`src/rtl/xcvr_pkg.sv`:
```
package xcvr_pkg;
  localparam int XW = 8;
  typedef logic [XW-1:0] word_t;

  // Bus resolution: block output where enabled, external value elsewhere.
  function automatic word_t bus_resolve(input word_t blk_out, input word_t blk_oe,
                                        input word_t ext_val);
    return (blk_out & blk_oe) | (ext_val & ~blk_oe);
  endfunction

  // Source pick for one direction: stored copy or live bus.
  function automatic word_t pick_src(input logic use_store, input word_t live,
                                     input word_t stored);
    return use_store ? stored : live;
  endfunction

  // Rising edge from a current and a previous sample.
  function automatic logic rose_now(input logic cur, input logic prev);
    return cur & ~prev;
  endfunction
endpackage

```
`src/rtl/xcvr_edge.sv`:
```
module xcvr_edge (
  input  logic clk,
  input  logic rst,
  input  logic strobe,
  output logic rise
);
  import xcvr_pkg::*;

  logic smp_q;
  logic hist_q;

  always_ff @(posedge clk) begin
    if (rst) begin
      smp_q  <= 1'b0;
      hist_q <= 1'b0;
    end else begin
      smp_q  <= strobe;
      hist_q <= smp_q;
    end
  end

  assign rise = rose_now(smp_q, hist_q);

  AST_RISE_SINGLE: assert property (@(posedge clk) disable iff (rst)
    rise |=> !rise);
  AST_RISE_AFTER_RESET: assert property (@(posedge clk)
    rst |=> !rise);
endmodule

```
`src/rtl/xcvr_store.sv`:
```
module xcvr_store #(
  parameter int W = 8
) (
  input  logic         clk,
  input  logic         rst,
  input  logic         load,
  input  logic [W-1:0] din,
  output logic [W-1:0] q
);
  always_ff @(posedge clk) begin
    if (rst)       q <= '0;
    else if (load) q <= din;
  end

  AST_LOAD_TAKES: assert property (@(posedge clk) disable iff (rst)
    load |=> q == $past(din)); // R2 (A side), R3 (B side)
  AST_IDLE_HOLDS: assert property (@(posedge clk) disable iff (rst)
    !load |=> $stable(q));
  AST_RESET_CLEARS: assert property (@(posedge clk)
    rst |=> q == '0);
endmodule

```
`src/rtl/xcvr_drive.sv`:
```
module xcvr_drive #(
  parameter int W = 8
) (
  input  logic         use_store,
  input  logic         en,
  input  logic [W-1:0] live,
  input  logic [W-1:0] stored,
  output logic [W-1:0] dout,
  output logic [W-1:0] oe
);
  import xcvr_pkg::*;

  assign dout = pick_src(use_store, live, stored);
  assign oe   = {W{en}};

  always_comb begin
    AST_OE_UNIFORM: assert ($countones(oe) == 0 || $countones(oe) == W);
  end
endmodule

```
`src/rtl/bus_xcvr_reg.sv`:
```
module bus_xcvr_reg #(
  parameter int W = xcvr_pkg::XW
) (
  input  logic         clk,
  input  logic         rst,
  input  logic         cap_a_stb,
  input  logic         cap_b_stb,
  input  logic         b_use_store,
  input  logic         a_use_store,
  input  logic         b_drive_en,
  input  logic         a_drive_n,
  input  logic [W-1:0] a_in,
  output logic [W-1:0] a_out,
  output logic [W-1:0] a_oe,
  input  logic [W-1:0] b_in,
  output logic [W-1:0] b_out,
  output logic [W-1:0] b_oe
);
  localparam int NDIR = 2;  // index 0: A side store, 1: B side store

  logic [NDIR-1:0] stb;
  logic [NDIR-1:0] cap_pulse;
  logic [W-1:0]    bus_in [NDIR];
  logic [W-1:0]    held   [NDIR];

  assign stb       = {cap_b_stb, cap_a_stb};
  assign bus_in[0] = a_in;
  assign bus_in[1] = b_in;

  for (genvar d = 0; d < NDIR; d++) begin : g_side
    xcvr_edge u_edge (
      .clk    (clk),
      .rst    (rst),
      .strobe (stb[d]),
      .rise   (cap_pulse[d])
    );
    xcvr_store #(.W(W)) u_store (
      .clk  (clk),
      .rst  (rst),
      .load (cap_pulse[d]),
      .din  (bus_in[d]),
      .q    (held[d])
    );
  end

  xcvr_drive #(.W(W)) u_drv_b (
    .use_store (b_use_store),
    .en        (b_drive_en),
    .live      (a_in),
    .stored    (held[0]),
    .dout      (b_out),
    .oe        (b_oe)
  );

  xcvr_drive #(.W(W)) u_drv_a (
    .use_store (a_use_store),
    .en        (~a_drive_n),
    .live      (b_in),
    .stored    (held[1]),
    .dout      (a_out),
    .oe        (a_oe)
  );

  AST_BOTH_CAPTURE: assert property (@(posedge clk) disable iff (rst)
    (cap_pulse == 2'b11) |=> (held[0] == $past(a_in)) && (held[1] == $past(b_in)));
endmodule

```
`config.mk`:
```
export PLATFORM = sky130hd
export DESIGN_NAME = bus_xcvr_reg
export DESIGN_NICKNAME = d
export VERILOG_FILES = /design/src/rtl/xcvr_pkg.sv /design/src/rtl/xcvr_edge.sv /design/src/rtl/xcvr_store.sv /design/src/rtl/xcvr_drive.sv /design/src/rtl/bus_xcvr_reg.sv
export SDC_FILE = /design/constraint.sdc
export NUM_CORES = 1
export LEC_CHECK = 0
export BUFFER_PORTS_ARGS = -buffer_cell sky130_fd_sc_hd__clkbuf_2
export CAP_MARGIN = 5
export CORE_UTILIZATION = 46
export CTS_BUF_LIST = sky130_fd_sc_hd__clkbuf_4 sky130_fd_sc_hd__clkbuf_8 sky130_fd_sc_hd__clkbuf_16
export DETAILED_ROUTE_END_ITERATION = 8
export GPL_TIMING_DRIVEN = 1
export MAX_ROUTING_LAYER = met4
export PLACE_DENSITY = 0.89
export SLEW_MARGIN = 20
export SYNTH_ARGS = -nofsm -noshare
export SYNTH_HDL_FRONTEND = slang
export SYNTH_SLANG_ARGS = --single-unit
```
`constraint.sdc`:
```
create_clock -name clk -period 1.12 [get_ports clk]
set_clock_uncertainty 0.1 [all_clocks]
set_input_delay 0.168 -clock clk [delete_from_list [all_inputs] [get_ports clk]]
set_output_delay 0.168 -clock clk [all_outputs]
set_load 0.01 [all_outputs]
```
# After elaboration in Yosys (flattened, before gate mapping)
# Index checks and enable logic that the tools add are counted.
# W data, S select, Z words.
# classes
bitwise	5
mux	2
# op_table
cell	count
$mux W8	2
$not A1 Y1	3
$and A1 B1 Y1	2
# totals
regBits	20
elab_cells	13
output_inout_bits	32

# Logic depth before layout (Yosys ltp)
# Gate-level depths: netlist of the first run.
# depth
depth_word	2
ltp_mapped	3

# Hierarchy
# Synthesis of the first run repeated with hierarchy kept, for this count alone.
# hier_totals
cells_unflattened	97
area_unflattened_um2	1079.8
# modules_own_cells
mod	cells_each	instances	area_each_um2	seq_area_each_um2
xcvr_store	26	2	285.3	160.2
xcvr_drive	17	2	191.4	0.0
xcvr_edge	5	2	61.3	40.0
bus_xcvr_reg	1	1	3.8	0.0

# Worst setup path after synthesis of the first run
# OpenSTA, ideal clock, no wires.
# synth_timing
kind	reg2reg
startpoint	reg g_side[0].u_edge.smp_q
endpoint	reg g_side[0].u_store.q[0]
arrival_time_ns	0.762
slack_ns	0.141
path_buffers	0
stages_incl_launch_ff	3
cell_sequence	dfxtp_1 > and2b_4 > o21ai_2
# synth_between
elab_chain_cells	1
# synth_lines
element	line	text
start: declaration	xcvr_edge.sv:9	logic smp_q;
start signal: assignment	xcvr_edge.sv:17	smp_q <= strobe;
$and A1 B1 Y1	xcvr_pkg.sv:19	return cur & ~prev;
end signal: assignment	xcvr_store.sv:12	else if (load) q <= din;
end: declaration	xcvr_store.sv:8	output logic [W-1:0] q
# No other way between the ends.
# A chain may end at the register's enable or synchronous reset.

# Worst setup path in the final report of the first run
# layout_timing
startpoint	reg g_side[1].u_store.q[1]
endpoint	out a_out[1]
# layout_between
elab_chain_cells	1
# layout_lines
element	line	text
start: declaration	xcvr_store.sv:8	
start signal: assignment	xcvr_store.sv:12	
$mux W8	xcvr_pkg.sv:14	return use_store ? stored : live;
end: declaration	bus_xcvr_reg.sv:13	output logic [W-1:0] a_out,
# No other way between the ends.

==> results.sh, run 1 <==
export IMPL_status="finished, violations left"
export IMPL_violations="setup timing"
export IMPL_async_reset_ff_share_pct=0
export IMPL_initial_utilization_pct=48.62
export IMPL_period_needed_ns=1.278
export IMPL_yosys_warnings=0
export IMPL_crit_cells=2
export IMPL_vias=936
export IMPL_wl_mm=2.483
export IMPL_finalCritPeriodShare_pct=114.1
export IMPL_crit_type="reg -> out"
export IMPL_grt_pass1_wl_mm=3.870
export IMPL_synth_fp_nets=136
export IMPL_drive_gt1_share_pct=71.05
export IMPL_finalWorstSetupSlack_ns=-0.1578
export IMPL_max_freq_ghz=0.7826
export IMPL_antenna_found_initial=0
export IMPL_required_ns=0.85
export IMPL_syn_avg_cell_area_sq_um=10.66
export IMPL_rsz0062_at_grt="true"
export IMPL_grt_pass1_vias=894
export IMPL_synth_seq_cells=20
export IMPL_setup_viol=16
export IMPL_p_total_w=0.001498
export IMPL_rows=18
export IMPL_num_antenna_cells=0
export IMPL_overflow=0
export IMPL_numCtsBuffers=3
export IMPL_vias_per_cell=5.143
export IMPL_place_congestion=0.7327
export IMPL_drv_cap=0
export IMPL_dieArea_sq_um=2803
export IMPL_synth_top_area_cell="dfxtp_1"
export IMPL_drc_errors=0
export IMPL_critPathBufInv=1
export IMPL_placement_io_buffers=46
export IMPL_worst_hold_path_type="in -> reg"
export IMPL_power_density_nw_per_um2=965.3
export IMPL_place_ws_ns=-0.01652
export IMPL_clock_sinks=20
export IMPL_synth_top_area_share_pct=33.54
export IMPL_synth_ff_type="dfxtp_1"
export IMPL_worst_hold_path_num_cells=3
export IMPL_clkLatencyLatePin_ns=0.29
export IMPL_grt_max_degree=37
export IMPL_tritoncts="done"
export IMPL_ys_types=12
export IMPL_synth_area_leaders="dfxtp_1, mux2_2, nand4bb_1"
export IMPL_crit_arrival_ns=1.01
export IMPL_core_sq_um=2455
export IMPL_slowest_stage="dfxtp_2"
export IMPL_io_pins=56
export IMPL_max_stage_delay_ns=0.33
export IMPL_fill_cells=211
export IMPL_peakVddDrop_uv=843.4
export IMPL_yosysSeqAreaShare_pct=33.54
export IMPL_worstMarginPinSlew_ns=0.2776
export IMPL_clkSlewWorstSetupHoldPaths_ns=0.11
export IMPL_placed_area_sq_um=1368
export IMPL_dr_pass1_iters=4
export IMPL_path_cells="mux2_4 > clkbuf_2"
export IMPL_path_max_fanout=2
export IMPL_slew_viol_final=0
export IMPL_synthesis_area_sq_um=1194
export IMPL_slew_headroom_pct=81.49
export IMPL_critPathCaptureType="output pin"
export IMPL_reg2reg_depth=2
export IMPL_die_h_um=52.94
export IMPL_leakagePower_nw=0.6973
export IMPL_cp_top_family="flip-flops"
export IMPL_clock_path_buffers=2
export IMPL_finalHoldViolCount=0
export IMPL_postRouteAntennaNets=0
export IMPL_yosysMostFrequentCell="dfxtp_1"
export IMPL_dp_hpwl_mm=1.765
export IMPL_drt_iter0_markers=9
export IMPL_area_growth_pct=29.98
export IMPL_final_cell_area_sq_um=1551
export IMPL_htreeDepth=1
export IMPL_synth_edf_count=0
export IMPL_cp_start_kind="flop"
export IMPL_holdWs_ns=0.04131
export IMPL_final_nets=178
export IMPL_track_usage_pct=19.68
export IMPL_avgRoutedWirePerCell_um=13.64
export IMPL_synthCells=112
export IMPL_die_w_um=52.94
export IMPL_cts_root_buf="clkbuf_4"
==> stage by stage <==
step                      cells  TNS [ns]  util (%)
after global routing        182    -3.067     63.20
final                       182    -2.398     63.20
after floorplan             112         0         -
after global placement      172  -0.01138     55.71
after detailed placement    172   -0.1398     55.71
after CTS                   180    -2.527     60.65
==> state kept, by name, indices dropped and copies added (netlist names) <==
| name | flops |
|---|---|
| g_side.u_edge.hist_q | 2 |
| g_side.u_store.q | 16 |
| g_side.u_edge.smp_q | 2 |
==> cell type report <==
class | instances | area [sq um] | share of cell area (%)
multi-input cells | 70 | 686.9 | 44.27
flip-flops and latches | 20 | 419.2 | 27.02
repair buffers | 58 | 381.6 | 24.60
well taps | 30 | 37.54 | 2.419
clock buffers | 3 | 22.52 | 1.452
inverters | 1 | 3.754 | 0.2419
==> repair_timing <==
| item | CTS | global route |
|---|---|---|
| setup buffers | 3 | 2 |
| gates resized for setup | 23 | 17 |
| endpoints found under the hold margin | 2 | 0 |
| setup endpoints to repair | 16 | 16 |
| hold buffers | 2 | 0 |
==> worst paths after layout <==
kind                                                          start                             endpoint  slack, ns
worst min-delay path                                        b_in[1]  g_side[1].u_store.q[1]$_SDFFE_PP0P_       0.04
worst max register to register   g_side[1].u_edge.hist_q$_SDFF_PP0_  g_side[1].u_store.q[0]$_SDFFE_PP0P_       0.10
worst max-delay path            g_side[1].u_store.q[1]$_SDFFE_PP0P_                             a_out[1]      -0.16
worst min register to register  g_side[1].u_store.q[2]$_SDFFE_PP0P_  g_side[1].u_store.q[2]$_SDFFE_PP0P_       0.38
==> worst register-to-register path, delay by kind of cell, from the launching register on <==
family / cells / cell delay [ns]
DFF: 1 / 0.36
and+or+nand+nor: 1 / 0.37
AOI/OAI and AO/OA: 1 / 0.09
==> cells by family (layout without fill, tap and decap cells) <==
kind of cell	Yosys count	count (layout)	synth area share, %
compound gates	16	16	11.74
buf+inv	22	62	12.37
flops	20	20	33.54
mux	16	16	15.09
simple gates	38	38	27.25
==> routing by layer <==
layer | part of all wire, % | global-route usage (%) | vias to the layer above
met2 | 53 | 33.97 | 33
met3 | 6.0 | 2.874 | 0
met5 | 0 | - | -
li1 | - | - | 462
met1 | 41 | 23.26 | 441
met4 | 0 | 6.579 | 0
==> report_power, final <==
group / internal [W] / total (W) / switching (W) / leakage (nW)
clock network: 0.000125 / 0.000331 / 0.000206 / 0.0138
registers: 0.000750 / 0.000771 / 0.0000202 / 0.170
logic: 0.000227 / 0.000396 / 0.000169 / 0.513
==> layout by cell type (no fill, tap or decap), drive strengths merged <==
cell          n
clkbuf       42
dfxtp        20
buf          17
nand2b       16
nand4bb      16
o21ai        16
mux2         16
nor2b         4
and2b         2
dlygate4sd3   2
inv           1
Power figures use the tool's default switching activity.
==> run 2: changes to the inputs <==
--- a/config.mk
+++ b/config.mk
@@ -7,13 +7,14 @@
 export LEC_CHECK = 0
 export BUFFER_PORTS_ARGS = -buffer_cell sky130_fd_sc_hd__clkbuf_2
 export CAP_MARGIN = 5
-export CORE_UTILIZATION = 46
+export CORE_UTILIZATION = 44
 export CTS_BUF_LIST = sky130_fd_sc_hd__clkbuf_4 sky130_fd_sc_hd__clkbuf_8 sky130_fd_sc_hd__clkbuf_16
 export DETAILED_ROUTE_END_ITERATION = 8
 export GPL_TIMING_DRIVEN = 1
 export MAX_ROUTING_LAYER = met4
-export PLACE_DENSITY = 0.89
+export PLACE_DENSITY = 0.88
 export SLEW_MARGIN = 20
 export SYNTH_ARGS = -nofsm -noshare
 export SYNTH_HDL_FRONTEND = slang
+export SYNTH_HIERARCHICAL = 1
 export SYNTH_SLANG_ARGS = --single-unit
==> run 2 against run 1 <==
Against the previous run: the flow still finishes with violations (setup timing); clock power down 5%; via count is 21% lower; critical path depth is the same; largest power group unchanged; highest routed layer is now met4.
==> results.sh, run 2 <==
export IMPL_critPathCaptureType="output pin"
export IMPL_final_cell_area_sq_um=1341
export IMPL_violations="setup timing"
export IMPL_dieArea_sq_um=2656
export IMPL_initial_utilization_pct=47.89
export IMPL_cts_root_buf="clkbuf_4"
export IMPL_die_w_um=51.54
export IMPL_holdWs_ns=0.03924
export IMPL_peakVddDrop_uv=635.9
export IMPL_synth_seq_cells=20
export IMPL_grt_pass1_wl_mm=2.856
export IMPL_ys_types=10
export IMPL_min_from="b_in[0]"
export IMPL_wl_met1_um=731
export IMPL_antenna_found_initial=0
export IMPL_slowest_stage="dfxtp_2"
export IMPL_mostFrequentLayoutCell="clkbuf_2"
export IMPL_grt_pass1_vias=687
export IMPL_wl_met2_mm=1.068
export IMPL_overflow=0
export IMPL_numCtsBuffers=3
export IMPL_vias_per_cell=4.750
export IMPL_synth_ff_type="dfxtp_1"
export IMPL_syn_avg_cell_area_sq_um=11.13
export IMPL_critPathBufInv=1
export IMPL_final_cell_mix="clkbuf_2, nor2_1, mux2_4, mux2i_1, dfxtp_2"
export IMPL_crit_arrival_ns=1.01
export IMPL_postRouteAntennaNets=0
export IMPL_worstMarginPinSlew_ns=0.3989
export IMPL_tritoncts="done"
export IMPL_wl_mm=1.908
export IMPL_period_needed_ns=1.276
export IMPL_drive_gt1_share_pct=64.84
export IMPL_power_density_nw_per_um2=1084
export IMPL_clkSlewWorstSetupHoldPaths_ns=0.10
export IMPL_crit_type="reg -> out"
export IMPL_area_growth_pct=24.22
export IMPL_place_congestion=0.5478
export IMPL_yosysMostFrequentCell="dfxtp_1"
export IMPL_reg2reg_from="g_side[1].u_edge/smp_q$_SDFF_PP0_"
export IMPL_routed_wl_met3_um=81
export IMPL_rows=17
export IMPL_cp_start_kind="flop"
export IMPL_routed_top_layer="met4"
export IMPL_placed_area_sq_um=1212
export IMPL_finalCritPeriodShare_pct=113.9
export IMPL_max_stage_delay_ns=0.34
export IMPL_finalHoldViolCount=0
export IMPL_top_register="g_side.u_store/q"
export IMPL_reg2reg_setup_slack_ns=-0.01
export IMPL_placement_io_buffers=46
export IMPL_synthTopCellsByCount="dfxtp_1, buf_4, mux2_4, mux2i_1, nor2_1"
export IMPL_cp_top_family="flip-flops"
export IMPL_synth_fp_nets=121
export IMPL_max_freq_ghz=0.7838
export IMPL_drv_cap=0
export IMPL_core_sq_um=2255
export IMPL_path_cells="mux2_4 > buf_6"
export IMPL_dp_hpwl_mm=1.464
export IMPL_synth_area_leaders="dfxtp_1, mux2_4, mux2i_1"
export IMPL_top_regs="g_side.u_store/q: 16 flops, g_side.u_edge/hist_q: 2 flops, g_side.u_edge/smp_q: 2 flops"
export IMPL_path_max_fanout=2
export IMPL_status="finished, violations left"
export IMPL_clock_path_buffers=2
export IMPL_synthCells=97
export IMPL_die_h_um=51.54
export IMPL_htreeDepth=1
export IMPL_clock_sinks=20
export IMPL_track_usage_pct=15.05
export IMPL_post_cts_setup_buffers=0
export IMPL_place_ws_ns=-0.04947
export IMPL_avgRoutedWirePerCell_um=12.23
export IMPL_synthesis_area_sq_um=1080
export IMPL_async_reset_ff_share_pct=0
export IMPL_dr_pass1_iters=2
export IMPL_clkLatencyLatePin_ns=0.28
export IMPL_drc_errors=0
export IMPL_largest_reg_flops=16
export IMPL_synth_edf_count=0
export IMPL_worstSetupStartpoint="g_side[1].u_store/q[3]$_SDFFE_PP0P_"
export IMPL_yosys_warnings=6
export IMPL_synth_top_area_cell="dfxtp_1"
export IMPL_slew_viol_final=0
export IMPL_worst_hold_path_type="in -> reg"
export IMPL_num_antenna_cells=0
export IMPL_synth_top_area_share_pct=37.08
export IMPL_finalWorstSetupSlack_ns=-0.1558
export IMPL_rsz0062_at_grt="true"
export IMPL_leakagePower_nw=0.6588
export IMPL_vias=741
export IMPL_drt_iter0_markers=2
export IMPL_grt_max_degree=21
export IMPL_io_pins=56
export IMPL_setup_viol=17
export IMPL_yosysSeqAreaShare_pct=37.08
export IMPL_final_nets=154
export IMPL_required_ns=0.85
export IMPL_slew_headroom_pct=73.41
## run 2: cell types whose count changed in the layout (fill, tap and decap cells not counted), moves of 5 or more
cell,before,now
mux2i_1,0,15
nand4bb_1,16,0
nor2_1,0,16
mux2_2,5,0
nand2b_1,16,0
o21ai_2,16,0
buf_4,9,0
mux2_4,11,16
## run 2: through the flow
| step | TNS, ns | power (W) | util, % | std cells |
|---|---|---|---|---|
| 4_1_cts | -2.376 | 0.001438 | 56.22 | 156 |
| 3_3_place_gp | -0.2192 | 0.001093 | 53.77 | 151 |
| 3_5_place_dp | -0.5746 | 0.001108 | 53.77 | 151 |
| 2_1_floorplan | 0 | 0.001033 | - | 97 |
| 5_1_grt | -3.162 | 0.001532 | 59.49 | 156 |
| 6_report | -2.195 | 0.001454 | 59.49 | 156 |
## run 2: what timing repair did
action,4_1_cts,5_1_grt
setup endpoints to repair,27,29
hold buffers,2,0
hold endpoints to repair,2,0
resized for setup,4,30
## run 2: logic make-up after synthesis
| kind of cell | count (synthesis) | synth area share [%] |
|---|---|---|
| multiplexers | 32 | 37.08 |
| buffers and inverters | 23 | 16.34 |
| AND/OR/NAND/NOR | 22 | 9.502 |
| flip-flops | 20 | 37.08 |
## run 2: final timing paths
kind | to | cells past startpoint
setup / recovery | a_out[3] | 2
hold / removal | g_side[1].u_store/q[0]$_SDFFE_PP0P_ | 3
setup reg to reg | g_side[1].u_store/q[3]$_SDFFE_PP0P_ | 4
hold reg to reg | g_side[0].u_edge/hist_q$_SDFF_PP0_ | 1
## run 2: final cells by class
cell class / instances / area, sq um
Clock buffer: 3 / 22.52
Multi-Input combinational cell: 54 / 516.7
Fill cell: 204 / 913.4
Tap cell: 28 / 35.03
Inverter: 1 / 3.754
Sequential cell: 20 / 416.7
Timing Repair Buffer: 50 / 346.6
## run 2: per-layer routing
layer | GRT usage [%] | up-vias
met5 | - | -
met4 | 9.009 | 0
met3 | 1.754 | 2
met2 | 27.49 | 22
met1 | 15.30 | 351
li1 | - | 366
## run 2: worst register-to-register path, delay by kind of cell, from the launching register on
family | cells | cell delay, ns
DFF | 1 | 0.34
buffers and inverters | 1 | 0.14
and+or+nand+nor | 2 | 0.21
muxes | 1 | 0.22
## run 2: power by group
| part | total, W | leakage, nW | internal, W | switching, W |
|---|---|---|---|---|
| registers | 0.000768 | 0.169 | 0.000750 | 0.0000184 |
| clock network | 0.000316 | 0.0138 | 0.000125 | 0.000191 |
| logic | 0.000370 | 0.476 | 0.000219 | 0.000151 |
| total | 0.00145 | 0.659 | 0.00109 | 0.000361 |
